**config.mk**
```make
export PLATFORM = sky130hd
export DESIGN_NAME = can_err_status
export DESIGN_NICKNAME = d
export VERILOG_FILES = /design/src/rtl/can_es_pkg.sv /design/src/rtl/can_es_flag.sv /design/src/rtl/can_es_snap.sv /design/src/rtl/can_es_bufirq.sv /design/src/rtl/can_err_status.sv
export SDC_FILE = /design/constraint.sdc
export NUM_CORES = 1
export LEC_CHECK = 0
export ABC_CLOCK_PERIOD_IN_PS = 1400
export BUFFER_PORTS_ARGS = -buffer_cell sky130_fd_sc_hd__buf_4
export CAP_MARGIN = 0
export CORE_UTILIZATION = 44
export DETAILED_ROUTE_END_ITERATION = 16
export PLACE_DENSITY = 0.75
export SETUP_SLACK_MARGIN = 0.4
export SYNTH_ARGS = -nofsm -noshare
export SYNTH_HDL_FRONTEND = slang
export SYNTH_SLANG_ARGS = --single-unit
```
**constraint.sdc**
```tcl
create_clock -name clk -period 1.4 [get_ports clk]
set_input_delay 0.07 -clock clk [delete_from_list [all_inputs] [get_ports clk]]
set_output_delay 0.07 -clock clk [all_outputs]
set_load 0.02 [all_outputs]
```
**src/rtl/can_es_pkg.sv**
```systemverilog
package can_es_pkg;
  localparam int ST_W    = 16;
  localparam int NUM_ERR = 6;
  localparam int NUM_FLG = 3;

  localparam int P_WARN = 0;
  localparam int P_IDLE = 1;
  localparam int P_TXRX = 2;
  localparam int P_CONF = 3;
  localparam int P_ERRB = 6;
  localparam int P_FLG  = 12;

  localparam int F_ERR  = 0;
  localparam int F_BOFF = 1;
  localparam int F_WAKE = 2;

  typedef enum logic [1:0] {
    CONF_ACTIVE  = 2'b00,
    CONF_PASSIVE = 2'b01,
    CONF_BUSOFF  = 2'b10
  } conf_e;

  localparam logic [1:0] ADDR_STATUS = 2'd0;
  localparam logic [1:0] ADDR_MASK   = 2'd1;
endpackage

```
**src/rtl/can_es_flag.sv**
```systemverilog
module can_es_flag (
  input  logic clk,
  input  logic rst_n,
  input  logic soft_clr,
  input  logic set_evt,
  input  logic rd_seen,
  input  logic wr_one,
  output logic flag_o
);
  logic flag_q, flag_n;
  logic arm_q, arm_n;

  always_comb begin
    if (soft_clr) begin
      flag_n = 1'b0;
      arm_n  = 1'b0;
    end else begin
      flag_n = (flag_q & ~(wr_one & arm_q)) | set_evt;
      arm_n  = (rd_seen ? flag_q : arm_q) & flag_n;
    end
  end

  always_ff @(posedge clk or negedge rst_n) begin
    if (!rst_n) begin
      flag_q <= 1'b0;
      arm_q  <= 1'b0;
    end else begin
      flag_q <= flag_n;
      arm_q  <= arm_n;
    end
  end

  assign flag_o = flag_q;

  // with no write of one the flag cannot drop
  a_r7_hold_without_write: assert property (@(posedge clk) disable iff (!rst_n)
    flag_q && !soft_clr && !wr_one |=> flag_q);
  // a clear needs an earlier read of the set flag
  a_r7_no_clear_unarmed: assert property (@(posedge clk) disable iff (!rst_n)
    flag_q && !arm_q && !soft_clr |=> flag_q);

  a_r8_set_wins: assert property (@(posedge clk) disable iff (!rst_n)
    set_evt && !soft_clr |=> flag_q);

  a_r10_soft_clears_flag: assert property (@(posedge clk) disable iff (!rst_n)
    soft_clr |=> !flag_q && !arm_q);
endmodule

```
**src/rtl/can_es_snap.sv**
```systemverilog
module can_es_snap #(
  parameter int CNT_W      = 8,
  parameter int WARN_LIMIT = 96,
  parameter int NUM_ERR    = 6
) (
  input  logic               clk,
  input  logic               rst_n,
  input  logic               soft_clr,
  input  logic [CNT_W-1:0]   rx_cnt,
  input  logic [1:0]         fault,
  input  logic               idle_i,
  input  logic               tx_i,
  input  logic [NUM_ERR-1:0] err_evt,
  input  logic               rd_clr,
  output logic               warn_q,
  output logic               idle_q,
  output logic               tx_q,
  output logic [1:0]         conf_q,
  output logic [NUM_ERR-1:0] errb_q
);
  import can_es_pkg::*;

  localparam logic [CNT_W-1:0] LIMIT = CNT_W'(WARN_LIMIT);

  logic               warn_n, idle_n, tx_n;
  logic [1:0]         conf_n;
  logic [NUM_ERR-1:0] errb_n;

  always_comb begin
    if (soft_clr) begin
      warn_n = 1'b0;
      idle_n = 1'b0;
      tx_n   = 1'b0;
      conf_n = CONF_ACTIVE;
      errb_n = '0;
    end else begin
      warn_n = (rx_cnt >= LIMIT);
      idle_n = idle_i;
      tx_n   = tx_i;
      conf_n = fault[1] ? CONF_BUSOFF : fault;
      errb_n = (rd_clr ? '0 : errb_q) | err_evt;
    end
  end

  always_ff @(posedge clk or negedge rst_n) begin
    if (!rst_n) begin
      warn_q <= 1'b0;
      idle_q <= 1'b0;
      tx_q   <= 1'b0;
      conf_q <= CONF_ACTIVE;
      errb_q <= '0;
    end else begin
      warn_q <= warn_n;
      idle_q <= idle_n;
      tx_q   <= tx_n;
      conf_q <= conf_n;
      errb_q <= errb_n;
    end
  end


  a_r1_warn_threshold: assert property (@(posedge clk) disable iff (!rst_n)
    !soft_clr |=> warn_q == ($past(rx_cnt) >= LIMIT));

  a_r3_busoff_code: assert property (@(posedge clk) disable iff (!rst_n)
    !soft_clr && fault[1] |=> conf_q == 2'b10);

  a_r5_err_sticky: assert property (@(posedge clk) disable iff (!rst_n)
    !soft_clr && !rd_clr |=> (errb_q & $past(errb_q)) == $past(errb_q));

  a_r10_soft_clears_snap: assert property (@(posedge clk) disable iff (!rst_n)
    soft_clr |=> conf_q == 2'b00 && errb_q == '0 && !warn_q);
endmodule

```
**src/rtl/can_es_bufirq.sv**
```systemverilog
module can_es_bufirq #(
  parameter int NUM_BUF = 16
) (
  input  logic               clk,
  input  logic               rst_n,
  input  logic               wr_en,
  input  logic [NUM_BUF-1:0] wdata,
  input  logic [NUM_BUF-1:0] done,
  output logic [NUM_BUF-1:0] mask_q,
  output logic               irq_o
);
  logic [NUM_BUF-1:0] mask_n;
  logic [NUM_BUF-1:0] hit;

  always_comb begin
    mask_n = wr_en ? wdata : mask_q;
  end

  always_ff @(posedge clk or negedge rst_n) begin
    if (!rst_n) mask_q <= '0;
    else        mask_q <= mask_n;
  end

  for (genvar i = 0; i < NUM_BUF; i++) begin : g_gate
    assign hit[i] = done[i] & mask_q[i];
  end

  assign irq_o = |hit;


  a_r11_mask_load: assert property (@(posedge clk) disable iff (!rst_n)
    wr_en |=> mask_q == $past(wdata));
  a_r11_mask_hold: assert property (@(posedge clk) disable iff (!rst_n)
    !wr_en |=> $stable(mask_q));
endmodule

```
**src/rtl/can_err_status.sv**
```systemverilog
module can_err_status #(
  parameter int CNT_W      = 8,
  parameter int WARN_LIMIT = 96,
  parameter int NUM_BUF    = 16,
  parameter int DATA_W     = 16
) (
  input  logic              clk,
  input  logic              rst_n,
  input  logic [CNT_W-1:0]  rx_err_cnt,
  input  logic [1:0]        fault_state,
  input  logic              bus_idle,
  input  logic              bus_tx,
  input  logic [5:0]        err_evt,
  input  logic              low_power_stop,
  input  logic              bus_level,
  input  logic              mask_boff,
  input  logic              mask_err,
  input  logic              mask_wake,
  input  logic              soft_rst,
  input  logic [1:0]        reg_addr,
  input  logic              reg_rd,
  input  logic              reg_wr,
  input  logic [DATA_W-1:0] reg_wdata,
  output logic [DATA_W-1:0] reg_rdata,
  input  logic [NUM_BUF-1:0] buf_done,
  output logic [DATA_W-1:0] status_word,
  output logic              irq_boff,
  output logic              irq_err,
  output logic              irq_wake,
  output logic              irq_buf
);
  import can_es_pkg::*;

  logic acc_ok, rd_stat, wr_stat, wr_mask;
  logic bprev_q, bprev_n, lvl_q, lvl_n;
  logic [NUM_FLG-1:0] flg_set, flg_q;
  logic warn_q, idle_q, tx_q;
  logic [1:0] conf_q;
  logic [NUM_ERR-1:0] errb_q;
  logic [NUM_BUF-1:0] mask_q;

  assign acc_ok  = ~soft_rst;
  assign rd_stat = acc_ok & reg_rd & (reg_addr == ADDR_STATUS);
  assign wr_stat = acc_ok & reg_wr & (reg_addr == ADDR_STATUS);
  assign wr_mask = acc_ok & reg_wr & (reg_addr == ADDR_MASK);

  // edge history, cleared by hard reset only
  always_comb begin
    bprev_n = fault_state[1];
    lvl_n   = bus_level;
  end

  always_ff @(posedge clk or negedge rst_n) begin
    if (!rst_n) begin
      bprev_q <= 1'b1;
      lvl_q   <= 1'b1;
    end else begin
      bprev_q <= bprev_n;
      lvl_q   <= lvl_n;
    end
  end

  always_comb begin
    flg_set         = '0;
    flg_set[F_ERR]  = acc_ok & (|err_evt);
    flg_set[F_BOFF] = acc_ok & fault_state[1] & ~bprev_q;
    flg_set[F_WAKE] = acc_ok & low_power_stop & lvl_q & ~bus_level;
  end

  can_es_snap #(
    .CNT_W(CNT_W), .WARN_LIMIT(WARN_LIMIT), .NUM_ERR(NUM_ERR)
  ) i_snap (
    .clk(clk), .rst_n(rst_n), .soft_clr(soft_rst),
    .rx_cnt(rx_err_cnt), .fault(fault_state),
    .idle_i(bus_idle), .tx_i(bus_tx), .err_evt(err_evt),
    .rd_clr(rd_stat),
    .warn_q(warn_q), .idle_q(idle_q), .tx_q(tx_q),
    .conf_q(conf_q), .errb_q(errb_q)
  );

  for (genvar f = 0; f < NUM_FLG; f++) begin : g_flag
    can_es_flag i_flag (
      .clk(clk), .rst_n(rst_n), .soft_clr(soft_rst),
      .set_evt(flg_set[f]), .rd_seen(rd_stat),
      .wr_one(wr_stat & reg_wdata[P_FLG+f]),
      .flag_o(flg_q[f])
    );
  end

  can_es_bufirq #(.NUM_BUF(NUM_BUF)) i_bufirq (
    .clk(clk), .rst_n(rst_n), .wr_en(wr_mask),
    .wdata(reg_wdata[NUM_BUF-1:0]), .done(buf_done),
    .mask_q(mask_q), .irq_o(irq_buf)
  );

  always_comb begin
    status_word = '0;
    status_word[P_WARN]                = warn_q;
    status_word[P_IDLE]                = idle_q;
    status_word[P_TXRX]                = tx_q;
    status_word[P_CONF +: 2]           = conf_q;
    status_word[P_ERRB +: NUM_ERR]     = errb_q;
    status_word[P_FLG +: NUM_FLG]      = flg_q;
  end

  always_comb begin
    reg_rdata = '0;
    case (reg_addr)
      ADDR_STATUS: reg_rdata = status_word;
      ADDR_MASK:   reg_rdata[NUM_BUF-1:0] = mask_q;
      default:     reg_rdata = '0;
    endcase
  end

  assign irq_boff = flg_q[F_BOFF] & mask_boff;
  assign irq_err  = flg_q[F_ERR]  & mask_err;
  assign irq_wake = flg_q[F_WAKE] & mask_wake;


  a_r4_boff_entry: assert property (@(posedge clk) disable iff (!rst_n)
    !soft_rst && fault_state[1] && !bprev_q |=> status_word[P_FLG+F_BOFF]);

  a_r6_wake_needs_stop: assert property (@(posedge clk) disable iff (!rst_n)
    !low_power_stop && !soft_rst && !status_word[P_FLG+F_WAKE]
      |=> !status_word[P_FLG+F_WAKE]);

  a_r10_busoff_returns: assert property (@(posedge clk) disable iff (!rst_n)
    $past(soft_rst) && !soft_rst && fault_state[1] |=> status_word[4:3] == 2'b10);
endmodule

```
After elaboration in Yosys (flattened, before gate mapping)
Index checks and enable logic that the tools add are counted.
Widths: inputs -> output; s select.

cells by class
  muxes and demuxes = 17
  bitwise logic cells = 52
  $lt $le $gt $ge = 1
  reduce and logical (&&, ||, !) cells = 3
  equal/unequal tests = 1

operators with widths
  cell                count
  $and 1x1->1         42
  $pmux 16 s2         1
  $reduce_or 16->1    1
  $mux 1              12
  $mux 6              2
  $ge 8x7->1 const B  1
  $not 1->1           6
  $or 6x6->6          1
  $reduce_or 6->1     1
  $mux 2              2
  $or 1x1->1          3
  $eq 2x1->1 const B  1
  $logic_not 2->1     1

storage, ports and cells
  output and inout bits = 36
  word-level logic and storage cells = 88
  bits in registers = 35

Logic depth before layout (Yosys ltp)
Gate-level depths: netlist of run 1.

  depth after elaboration = 10
  depth in mapped cells = 5

By module
A second synthesis of run 1 with hierarchy kept.

second synthesis, totals
  cell total of the unflattened synthesis = 162
  area total of the unflattened synthesis = 1,864.3 sq um

modules (own cells, without submodules)
  module          cells an instance  instances  area an instance (sq um)
  can_es_bufirq   43                 1          725.7
  can_err_status  56                 1          459.2
  can_es_snap     36                 1          416.6
  can_es_flag     9                  3          87.6

Least setup slack after synthesis of run 1
Ideal clock, no wire load.

  path kind = input port to flip-flop
  start = input soft_rst
  end = register i_bufirq.mask_q[10]
  arrival = 1.061 ns
  data required time = 1.275 ns
  path buffers = 3
  stages = 5
  library setup time = 0.125 ns
  path slack = 0.214 ns
  cells stage by stage = buf_6 -> nor4bb_4 -> buf_6 -> buf_12 -> mux2_2

between the ends
  word-level cells in the longest chain between the ends = 3

RTL lines
  what                       line                  text
  start, declared            can_err_status.sv:19  input logic soft_rst,
  $not 1->1                  can_err_status.sv:42  assign acc_ok = ~soft_rst;
  $and 1x1->1 (2 in series)  can_err_status.sv:45  assign wr_mask = acc_ok & reg_wr & (reg_addr == ADDR_MASK);
  end signal, assigned       can_es_bufirq.sv:21   else mask_q <= mask_n;
  end, declared              can_es_bufirq.sv:9    output logic [NUM_BUF-1:0] mask_q,

Every way passes these cells.
A chain may end at the register's enable or synchronous reset.

Final worst setup path of run 1
  start = register i_bufirq.mask_q[0]
  end = output irq_buf

between the ends
  word-level cells in the longest chain between the ends = 2

RTL lines
  what              line                  text
  $and 1x1->1       can_es_bufirq.sv:25   assign hit[i] = done[i] & mask_q[i];
  $reduce_or 16->1  can_es_bufirq.sv:28   assign irq_o = |hit;
  end, declared     can_err_status.sv:30  output logic irq_buf

Every way passes these cells.

==> flow_metrics.tcl, run 1 <==
set metrics [dict create \
    io_buffers 90 \
    syn_avg_cell_area_um2 11.7 \
    synth-compound-area-share 0.0899 \
    final-instance-count-excl-fill 305 \
    finalNetCount 318 \
    yosysWarnings 0 \
    rows 22 \
    grt_max_degree 36 \
    fin_skew_ns 0.000161 \
    required_ns 1.33 \
    synth_area_um2 1800 \
    combinationalPowerShare 0.321 \
    crit_fanout 2 \
    overflow 0 \
    wl_per_cell_um 16.1 \
    ys_seq_elements 35 \
    synth_mux_area_frac 0.195 \
    crit_chain "a22o_1 -> a221oi_2 -> nand4_1 -> buf_6" \
    multiInputGateArea_um2 860 \
    die_y_um 65.9 \
    power_density_nw_per_um2 1020 \
    power_leakage_nw 1.42 \
    htree_levels 2 \
    ant_nets 0 \
    hold_viol 0 \
    area_growth_pct 58.0 \
    first_iter_violations 56 \
    worst_slack_ns -0.0651 \
    drc 0 \
    timing.rr.start "lvl_q" \
    grt_pass1_vias 1581 \
    reg2reg_setup_slack_ns 0.25 \
    layout_commonest_cell "buf_4" \
    synthAdderAreaFrac 0 \
    setup_violations 1 \
    swShare 0.288 \
    p_int_mw 2.06 \
    end_kind "output port" \
    core_region_area_um2 3800 \
    grt.met1_usage 0.281 \
    grt_usage 0.235 \
    yosys.area_share.simple 0.141 \
    via_per_inst 5.15 \
    grtUsageMet2 0.423 \
    power.net_switching_mw 0.831 \
    gp_congestion 0.798 \
    crit_start "i_bufirq.mask_q[0]" \
    endpoint "irq_buf" \
    clockPowerShare 0.240 \
    synth.distinct_cells 30 \
    slowest_delay_ns 0.39 \
    vdd_ir_drop_max_v 0.000735 \
    fillers 280 \
    synth_top_family_by_area "multiplexers" \
    final_cell_mix "90 x buf_4, 31 x dfrtp_1, 22 x nor2_1, 17 x mux2i_1, 15 x buf_6" \
    worstSetupPathType "flip-flop to output port" \
    io_pins 98 \
    start_util 0.473 \
    drv_cap 0 \
    vias 1571 \
    area.sequential_um2 881 \
    num_antenna_cells 0 \
    clkTransAtPathRegs_ns 0.07 \
    hpwl_mm 3.42 \
    slew_violations 0 \
    insertion_delay_ns 0.28 \
    first_pass_iters 4 \
    busiest_layer "met2" \
    synth-xor-area-share 0 \
    met3_usage 0.0603 \
    finalInstanceArea_um2 2840 \
    dp.cells 278 \
    die_width_um 65.9 \
    clock_path_buffers 2 \
    crit_arrival_ns 1.40 \
    status "finished with violations" \
    cts_buffers 5 \
    cts_tree "done" \
    slowest_stage "dfrtp_1" \
    layout-drive-gt1-share 0.580 \
    ff2ff_path_depth 2 \
    rsz0062_at_grt "true" \
    hp-class "input port to flip-flop" \
    grt_first_pass_wirelength_mm 7.52 \
    r2r-end "g_flag[2].i_flag.arm_q" \
    seq_area_frac_synth 0.489 \
    die-area_um2 4340 \
    finalCritPeriodShare 1.05 \
    synthCells 153 \
    drt-total-wl_mm 4.92 \
    clock-sinks 35 \
    start_kind "flip-flop" \
    period_minus_slack_ns 1.47 \
    violations "negative setup slack" \
    p_seq_frac 0.439 \
    pre_cts_slack_ns 0.0999 \
    cts_root_buf "clkbuf_8" \
    post_dp_cell_area_um2 2490 \
    max_freq_mhz 683 \
    antenna_found_initial 0 \
]
## flip-flops by register name, indices dropped and copies added, names as in the netlist
signal	flops
i_bufirq.mask_q	16
i_snap.errb_q	6
g_flag.i_flag.arm_q	3
g_flag.i_flag.flag_o	3
i_snap.conf_q	2
bprev_q	1
i_snap.idle_q	1
i_snap.tx_q	1
i_snap.warn_q	1
lvl_q	1
## cells in the mapped netlist (all sizes together)
cell | count | area [µm²]
and2 | 3 | 18.8
and3b | 2 | 17.5
nor2b | 3 | 18.8
nand2 | 3 | 11.3
conb | 1 | 3.75
inv | 3 | 11.3
a21o | 1 | 7.51
mux2 | 16 | 180
nor2 | 22 | 82.6
nor4 | 1 | 6.26
a221oi | 4 | 35.0
clkbuf | 3 | 11.3
nand4 | 1 | 6.26
nor4bb | 1 | 25.0
mux2i | 17 | 170
nor3b | 1 | 7.51
or3b | 1 | 8.76
a22o | 4 | 35.0
buf | 14 | 126
a21oi | 10 | 50.1
nor4b | 2 | 32.5
dfrtp | 33 | 826
a311o | 3 | 33.8
or4bb | 1 | 11.3
dfstp | 2 | 52.6
nand2b | 1 | 6.26
## how the worst min path moves through the flow
| stage | start | endpoint | slack (ns) | depth (start not counted) |
|---|---|---|---|---|
| after global routing | reg_wdata[10] | i_bufirq.mask_q[10] | 0.005 | 2 |
| after floorplan | rst_n | g_flag[0].i_flag.arm_q | -0.23 | 0 |
| after detailed placement | rst_n | i_snap.tx_q | 0.05 | 1 |
| after global placement | rst_n | i_bufirq.mask_q[2] | 0.04 | 1 |
| final | rx_err_cnt[7] | i_snap.warn_q | 0.009 | 3 |
| after CTS | bus_tx | i_snap.tx_q | 0.004 | 2 |
## worst max-delay path: cells and delay by family (launching register included)
family          cells  cell delay, ns
compound gates      2            0.41
buf+inv             1            0.16
flops               1            0.39
simple gates        1            0.15
## cells by family after synthesis
group,Yosys count
AND/OR/NAND/NOR,42
flip-flops,35
multiplexers,33
AO/OA/AOI/OAI,22
buffers and inverters,20
other,1
## routing by layer
layer	up-vias	routed length (µm)
met4	0	28
met2	65	2540
met3	4	309
li1	743	-
met1	759	2040
met5	-	0
## power by group through the flow
stage | registers [mW] | clock network, mW | logic, mW
detailed placement | 1.29 | 0 | 0.753
global placement | 1.28 | 0 | 0.740
CTS | 1.26 | 0.707 | 0.843
global route | 1.28 | 0.756 | 0.999
finish | 1.27 | 0.692 | 0.928
floorplan | 1.27 | 0 | 0.452
## timing repair
item,in CTS,in global routing
hold endpoints to repair,37,0
endpoints found under the setup margin,26,39
hold buffers,4,0
pin swaps,4,8
resized for setup,12,15
gates cloned,0,1
setup buffers,6,8
## area by class of cell
cell class,instances,share of cell area
Clock buffer,8,0.0282
Sequential cell,35,0.311
Tap cell,48,0.0212
Inverter,3,0.00397
Multi-Input combinational cell,99,0.303
Timing Repair Buffer,112,0.333
## per-stage QoR
| step | utilization | setup TNS (ns) | power (mW) | hold slack (ns) |
|---|---|---|---|---|
| finish | 0.747 | -0.0651 | 2.89 | 0.00909 |
| floorplan | - | 0 | 1.72 | -0.226 |
| CTS | 0.712 | -0.0597 | 2.81 | 0.00357 |
| global route | 0.747 | -0.135 | 3.04 | 0.00499 |
| detailed placement | 0.657 | 0 | 2.05 | 0.0467 |
| global placement | 0.657 | 0 | 2.02 | 0.0403 |
Power figures use the tool's default switching activity.
==> run 2: changes to the inputs <==
--- a/config.mk
+++ b/config.mk
@@ -8,6 +8,7 @@
 export ABC_CLOCK_PERIOD_IN_PS = 1400
 export BUFFER_PORTS_ARGS = -buffer_cell sky130_fd_sc_hd__buf_4
 export CAP_MARGIN = 0
+export CORE_ASPECT_RATIO = 0.9
 export CORE_UTILIZATION = 44
 export DETAILED_ROUTE_END_ITERATION = 16
 export PLACE_DENSITY = 0.75
==> run 2 against run 1 <==
The flow still finishes with violations (negative setup slack). Sequential cell count is the same. Final cell count shrank 1.3%. Power grew 1.2%. Register-to-register slack lost 0.03 ns. Critical path type unchanged.
==> flow_metrics.tcl, run 2 (same netlist as run 1, synthesis figures left out) <==
set metrics [dict create \
    finalInstanceArea_um2 2820 \
    layout-drive-gt1-share 0.584 \
    rows 21 \
    violations "negative setup slack" \
    period_minus_slack_ns 1.51 \
    timing.rr.start "lvl_q" \
    first_pass_iters 4 \
    cts_tree "done" \
    overflow 0 \
    status "finished with violations" \
    dp.cells 279 \
    worstSetupPathType "flip-flop to output port" \
    hold_depth 3 \
    cts_root_buf "clkbuf_8" \
    setup_violations 1 \
    hp-class "input port to flip-flop" \
    clkTransAtPathRegs_ns 0.07 \
    vias 1563 \
    combinationalPowerShare 0.294 \
    crit_arrival_ns 1.44 \
    post_dp_cell_area_um2 2510 \
    power_leakage_nw 1.42 \
    drv_cap 0 \
    start_util 0.471 \
    io_pins 98 \
    hold_path_end "i_snap.warn_q" \
    fin_skew_ns 0.00433 \
    reg2reg_setup_slack_ns 0.22 \
    die-area_um2 4340 \
    final-instance-count-excl-fill 301 \
    crit_fanout 3 \
    clock-sinks 35 \
    vdd_ir_drop_max_v 0.000622 \
    worst_slack_ns -0.110 \
    r2r-end "g_flag[2].i_flag.arm_q" \
    area_growth_pct 57.1 \
    max_freq_mhz 662 \
    antenna_found_initial 0 \
    first_iter_violations 54 \
    power.net_switching_mw 0.826 \
    end_kind "output port" \
    clock_path_buffers 2 \
    via_per_inst 5.19 \
    clockPowerShare 0.273 \
    required_ns 1.33 \
    drc 0 \
    swShare 0.283 \
    num_antenna_cells 0 \
    wl_per_cell_um 16.0 \
    io_buffers 90 \
    die_y_um 62.6 \
    gp_congestion 0.848 \
    power.total_mw 2.92 \
    slew_violations 0 \
    htree_levels 2 \
    largest_reg_flops 16 \
    power_density_nw_per_um2 1040 \
    start_kind "flip-flop" \
    final_util 0.741 \
    layout_commonest_cell "buf_4" \
    insertion_delay_ns 0.28 \
    ff2ff_path_depth 2 \
    hold_slack_ns 0.00549 \
    grt_pass1_vias 1592 \
    top_regs "i_bufirq.mask_q: 16 flops, i_snap.errb_q: 6 flops" \
    largest-register "i_bufirq.mask_q" \
    hpwl_mm 3.46 \
    drt-total-wl_mm 4.83 \
    p_int_mw 2.10 \
    hold_viol 0 \
    cts_buffers 5 \
    fillers 283 \
    p_seq_frac 0.433 \
    ant_nets 0 \
    core_region_area_um2 3810 \
    die_width_um 69.3 \
    rsz0062_at_grt "true" \
    final_cell_mix "87 x buf_4, 32 x dfrtp_1, 22 x nor2_1, 17 x mux2i_1, 16 x buf_6" \
    finalNetCount 316 \
    min-delay-start "rx_err_cnt[7]" \
    grt_usage 0.233 \
    setup-tns-final_ns -0.110 \
    finalCritPeriodShare 1.08 \
    pre_cts_slack_ns 0.0708 \
    grt_max_degree 36 \
    grt_first_pass_wirelength_mm 7.79 \
]
run 2: metal layers:
| metal | global-route usage | part of all wire |
|---|---|---|
| met4 | 0.0689 | 0.011 |
| met5 | 0 | 0 |
| met1 | 0.275 | 0.43 |
| met2 | 0.403 | 0.51 |
| met3 | 0.0758 | 0.053 |
run 2: timing repair:
action	CTS	global route
hold buffers	3	3
pin swaps	7	6
endpoints found under the hold margin	36	3
setup endpoints to repair	29	36
resized for setup	20	7
setup buffers	5	3
run 2: power by group through the flow:
stage,combinational [mW],clock [mW],sequential (mW)
after floorplan,0.452,0,1.27
after global placement,0.745,0,1.28
after detailed placement,0.763,0,1.29
after CTS,0.827,0.820,1.27
after global routing,0.913,0.879,1.29
final,0.858,0.799,1.27
run 2: worst max-delay path by stage:
stage / start / end / slack, ns / depth (start not counted)
4_1_cts: i_bufirq.mask_q[0] / irq_buf / -0.11 / 4
6_report: i_bufirq.mask_q[0] / irq_buf / -0.11 / 4
3_3_place_gp: reg_addr[0] / i_bufirq.mask_q[1] / 0.11 / 4
3_5_place_dp: reg_addr[0] / i_bufirq.mask_q[15] / 0.07 / 4
5_1_grt: i_bufirq.mask_q[1] / irq_buf / -0.19 / 4
2_1_floorplan: soft_rst / i_bufirq.mask_q[10] / 0.25 / 5
run 2: critical path, cell delays in order (launching register included):
cell	delay [ns]
dfrtp_1	0.40
a22o_1	0.25
a221oi_2	0.19
nand4_1	0.15
buf_6	0.17
run 2: final cells by class:
type	instances	area (µm²)	area share
clock buffer	8	100	0.0355
inverter	3	11.3	0.00399
multi-input combinational	99	860	0.305
sequential	35	880	0.312
tap	46	57.6	0.0204
timing repair buffer	110	913	0.324
==> run 3: changes to the inputs <==
--- a/config.mk
+++ b/config.mk
@@ -5,13 +5,14 @@
 export SDC_FILE = /design/constraint.sdc
 export NUM_CORES = 1
 export LEC_CHECK = 0
+export ABC_AREA = 1
 export ABC_CLOCK_PERIOD_IN_PS = 1400
 export BUFFER_PORTS_ARGS = -buffer_cell sky130_fd_sc_hd__buf_4
 export CAP_MARGIN = 0
 export CORE_ASPECT_RATIO = 0.9
 export CORE_UTILIZATION = 44
 export DETAILED_ROUTE_END_ITERATION = 16
-export PLACE_DENSITY = 0.75
+export PLACE_DENSITY = 0.76
 export SETUP_SLACK_MARGIN = 0.4
 export SYNTH_ARGS = -nofsm -noshare
 export SYNTH_HDL_FRONTEND = slang
==> run 3 against run 2 <==
The run now ends clean. Area after synthesis decreased by 2.0%. Clock skew decreased by 0.0042 ns. First-iteration DRC count is 83% higher. Cell area increased by 2.4%. Clock power fell by 13%. Non-clock buffer count up 9. Global-route usage rose by 0.73 points. Sequential cell count is the same. Sequential power is 3% lower. Synthesized cell count rose by 45%. Final cell count grew 27%. Via count up 18%. Critical path type unchanged. Critical endpoint unchanged. Largest power group unchanged. Highest routed layer unchanged.
==> flow_metrics.tcl, run 3 <==
set metrics [dict create \
    cts_buffers 5 \
    grt_usage 0.240 \
    htree_levels 2 \
    io_buffers 90 \
    via_per_inst 4.85 \
    vdd_ir_drop_max_v 0.000671 \
    drv_cap 0 \
    synth.distinct_cells 22 \
    insertion_delay_ns 0.28 \
    layout-drive-gt1-share 0.432 \
    grt_pass1_vias 1550 \
    routed.top_layer "met4" \
    rows 21 \
    drt-total-wl_mm 5.12 \
    vias 1852 \
    status "completed" \
    cts_tree "done" \
    synthArstFlopShare 1.00 \
    num_antenna_cells 0 \
    clock_path_buffers 2 \
    synth_most_common_cell "nand2_1" \
    clock-sinks 35 \
    cts_root_buf "clkbuf_8" \
    hp-class "input port to flip-flop" \
    grt_max_degree 36 \
    crit_fanout 2 \
    setup_violations 0 \
    clkTransAtPathRegs_ns 0.07 \
    power_density_nw_per_um2 957 \
    ant_nets 0 \
    finalNetCount 397 \
    synth_area_leader_cell "dfrtp_1" \
    first_pass_iters 5 \
    crit_arrival_ns 1.19 \
    drc 0 \
    io_pins 98 \
    area_growth_pct 64.3 \
    met2_length_mm 2.64 \
    ys_seq_elements 35 \
    synthCells 222 \
    first_iter_violations 99 \
    worstSetupPathType "flip-flop to output port" \
    setup-tns-final_ns 0 \
    top_regs "i_bufirq.mask_q: 16 flops, i_snap.errb_q: 6 flops" \
    largest-register "i_bufirq.mask_q" \
    finalInstanceArea_um2 2890 \
    wl_per_cell_um 13.4 \
    finalCritPeriodShare 0.899 \
    core_region_area_um2 3780 \
    required_ns 1.33 \
    grt_first_pass_wirelength_mm 7.07 \
    start_kind "flip-flop" \
    synth_edf_count 0 \
    netlist_top_cells_area "dfrtp_1 47%, nand2_1 15%, nor2_1 5.1%" \
    slew_violations 0 \
    start_util 0.465 \
    seq_area_frac_synth 0.499 \
    hold_viol 0 \
    post_dp_cell_area_um2 2420 \
    die_y_um 62.0 \
    synth_area_um2 1760 \
    die_width_um 68.7 \
    power.total_mw 2.77 \
    synth_ff_type "dfrtp_1" \
    syn_avg_cell_area_um2 7.92 \
    rsz0062_at_grt "true" \
    final_cell_mix "79 x buf_4, 63 x nand2_1, 35 x buf_6, 33 x dfrtp_1, 24 x nor2_1" \
    overflow 0 \
    gp_congestion 0.821 \
    yosysWarnings 0 \
    netlist_top_cells_count "69 x nand2_1, 33 x dfrtp_1, 24 x nor2_1, 23 x inv_1, 16 x nand3_1" \
    antenna_found_initial 0 \
    layout_commonest_cell "buf_4" \
    max_freq_mhz 794 \
    wl_met1_mm 2.07 \
    power_leakage_nw 1.58 \
    hpwl_mm 3.60 \
    synth_top_area_frac 0.469 \
    largest_reg_flops 16 \
    dr_wl_met3_um 375 \
    end_kind "output port" \
    die-area_um2 4260 \
    fin_skew_ns 0.000123 \
    period_minus_slack_ns 1.26 \
]
-- run 3: changes by cell type after synthesis, moves of 5 or more --
cell     previous run  this run
nand3_1             0        16
nand2_1             3        69
inv_1               3        23
o21ai_0             0         5
a22o_1              4        10
mux2i_1            17         0
mux2_2             16         0
-- run 3: path summary, 6_finish.rpt --
path | cells after the start | from | to | slack, ns
min in group asynchronous | 2 | rst_n | i_bufirq.mask_q[9] | 0.27
max | 5 | i_bufirq.mask_q[6] | irq_buf | 0.14
min reg2reg | 2 | i_bufirq.mask_q[12] | i_bufirq.mask_q[12] | 0.54
min | 3 | reg_wdata[6] | i_bufirq.mask_q[6] | 0.003
max reg2reg | 6 | g_flag[0].i_flag.flag_o | g_flag[0].i_flag.flag_o | 0.41
max in group asynchronous | 2 | rst_n | bprev_q | 0.77
-- run 3: what timing repair did --
action / 4_1_cts / 5_1_grt
hold endpoints to repair: 36 / 0
setup buffers: 17 / 6
endpoints found under the setup margin: 20 / 28
pin swaps: 19 / 12
hold buffers: 4 / 0
gates resized for setup: 27 / 29
-- run 3: stage by stage --
step	setup WS, ns	util	instances	hold slack (ns)
after global routing	0.0579	0.764	382	0.00146
after detailed placement	0.257	0.640	347	0.0454
after floorplan	0.428	-	223	-0.226
after CTS	0.142	0.725	376	0.000414
final	0.141	0.764	382	0.00342
after global placement	0.322	0.640	347	0.0423
-- run 3: critical path, cell delays in order, from the launching register on --
cell     delay (ns)
dfrtp_1        0.40
nand2_1        0.08
nand4_1        0.07
nor2_1         0.13
nand2_1        0.08
buf_6          0.13
-- run 3: layer usage --
layer,global-route usage,up-vias
li1,-,921
met1,0.302,856
met2,0.395,69
met3,0.0821,6
met4,0.0655,0
met5,0,-
-- run 3: cells by family (layout without fill, tap and decap cells) --
logic type,Yosys count,count (layout),synth area share
AOI/OAI and AO/OA,28,28,0.101
other,1,2,0.00213
DFF,35,35,0.499
and+or+nand+nor,119,119,0.291
buffers and inverters,39,152,0.107
-- run 3: report_power, final --
group / leakage (nW) / switching [mW] / total, mW / internal, mW
Sequential: 0.437 / 0.0976 / 1.23 / 1.13
Clock: 0.0422 / 0.349 / 0.698 / 0.349
Combinational: 1.10 / 0.398 / 0.843 / 0.445
-- run 3: final cells by class --
type | count | area, µm²
multi-input cells | 149 | 729
well taps | 46 | 57.6
flip-flops and latches | 35 | 878
repair buffers | 119 | 1050
clock inverters | 1 | 5.00
clock buffers | 7 | 76.3
fillers | 296 | 893
inverters | 25 | 96.3
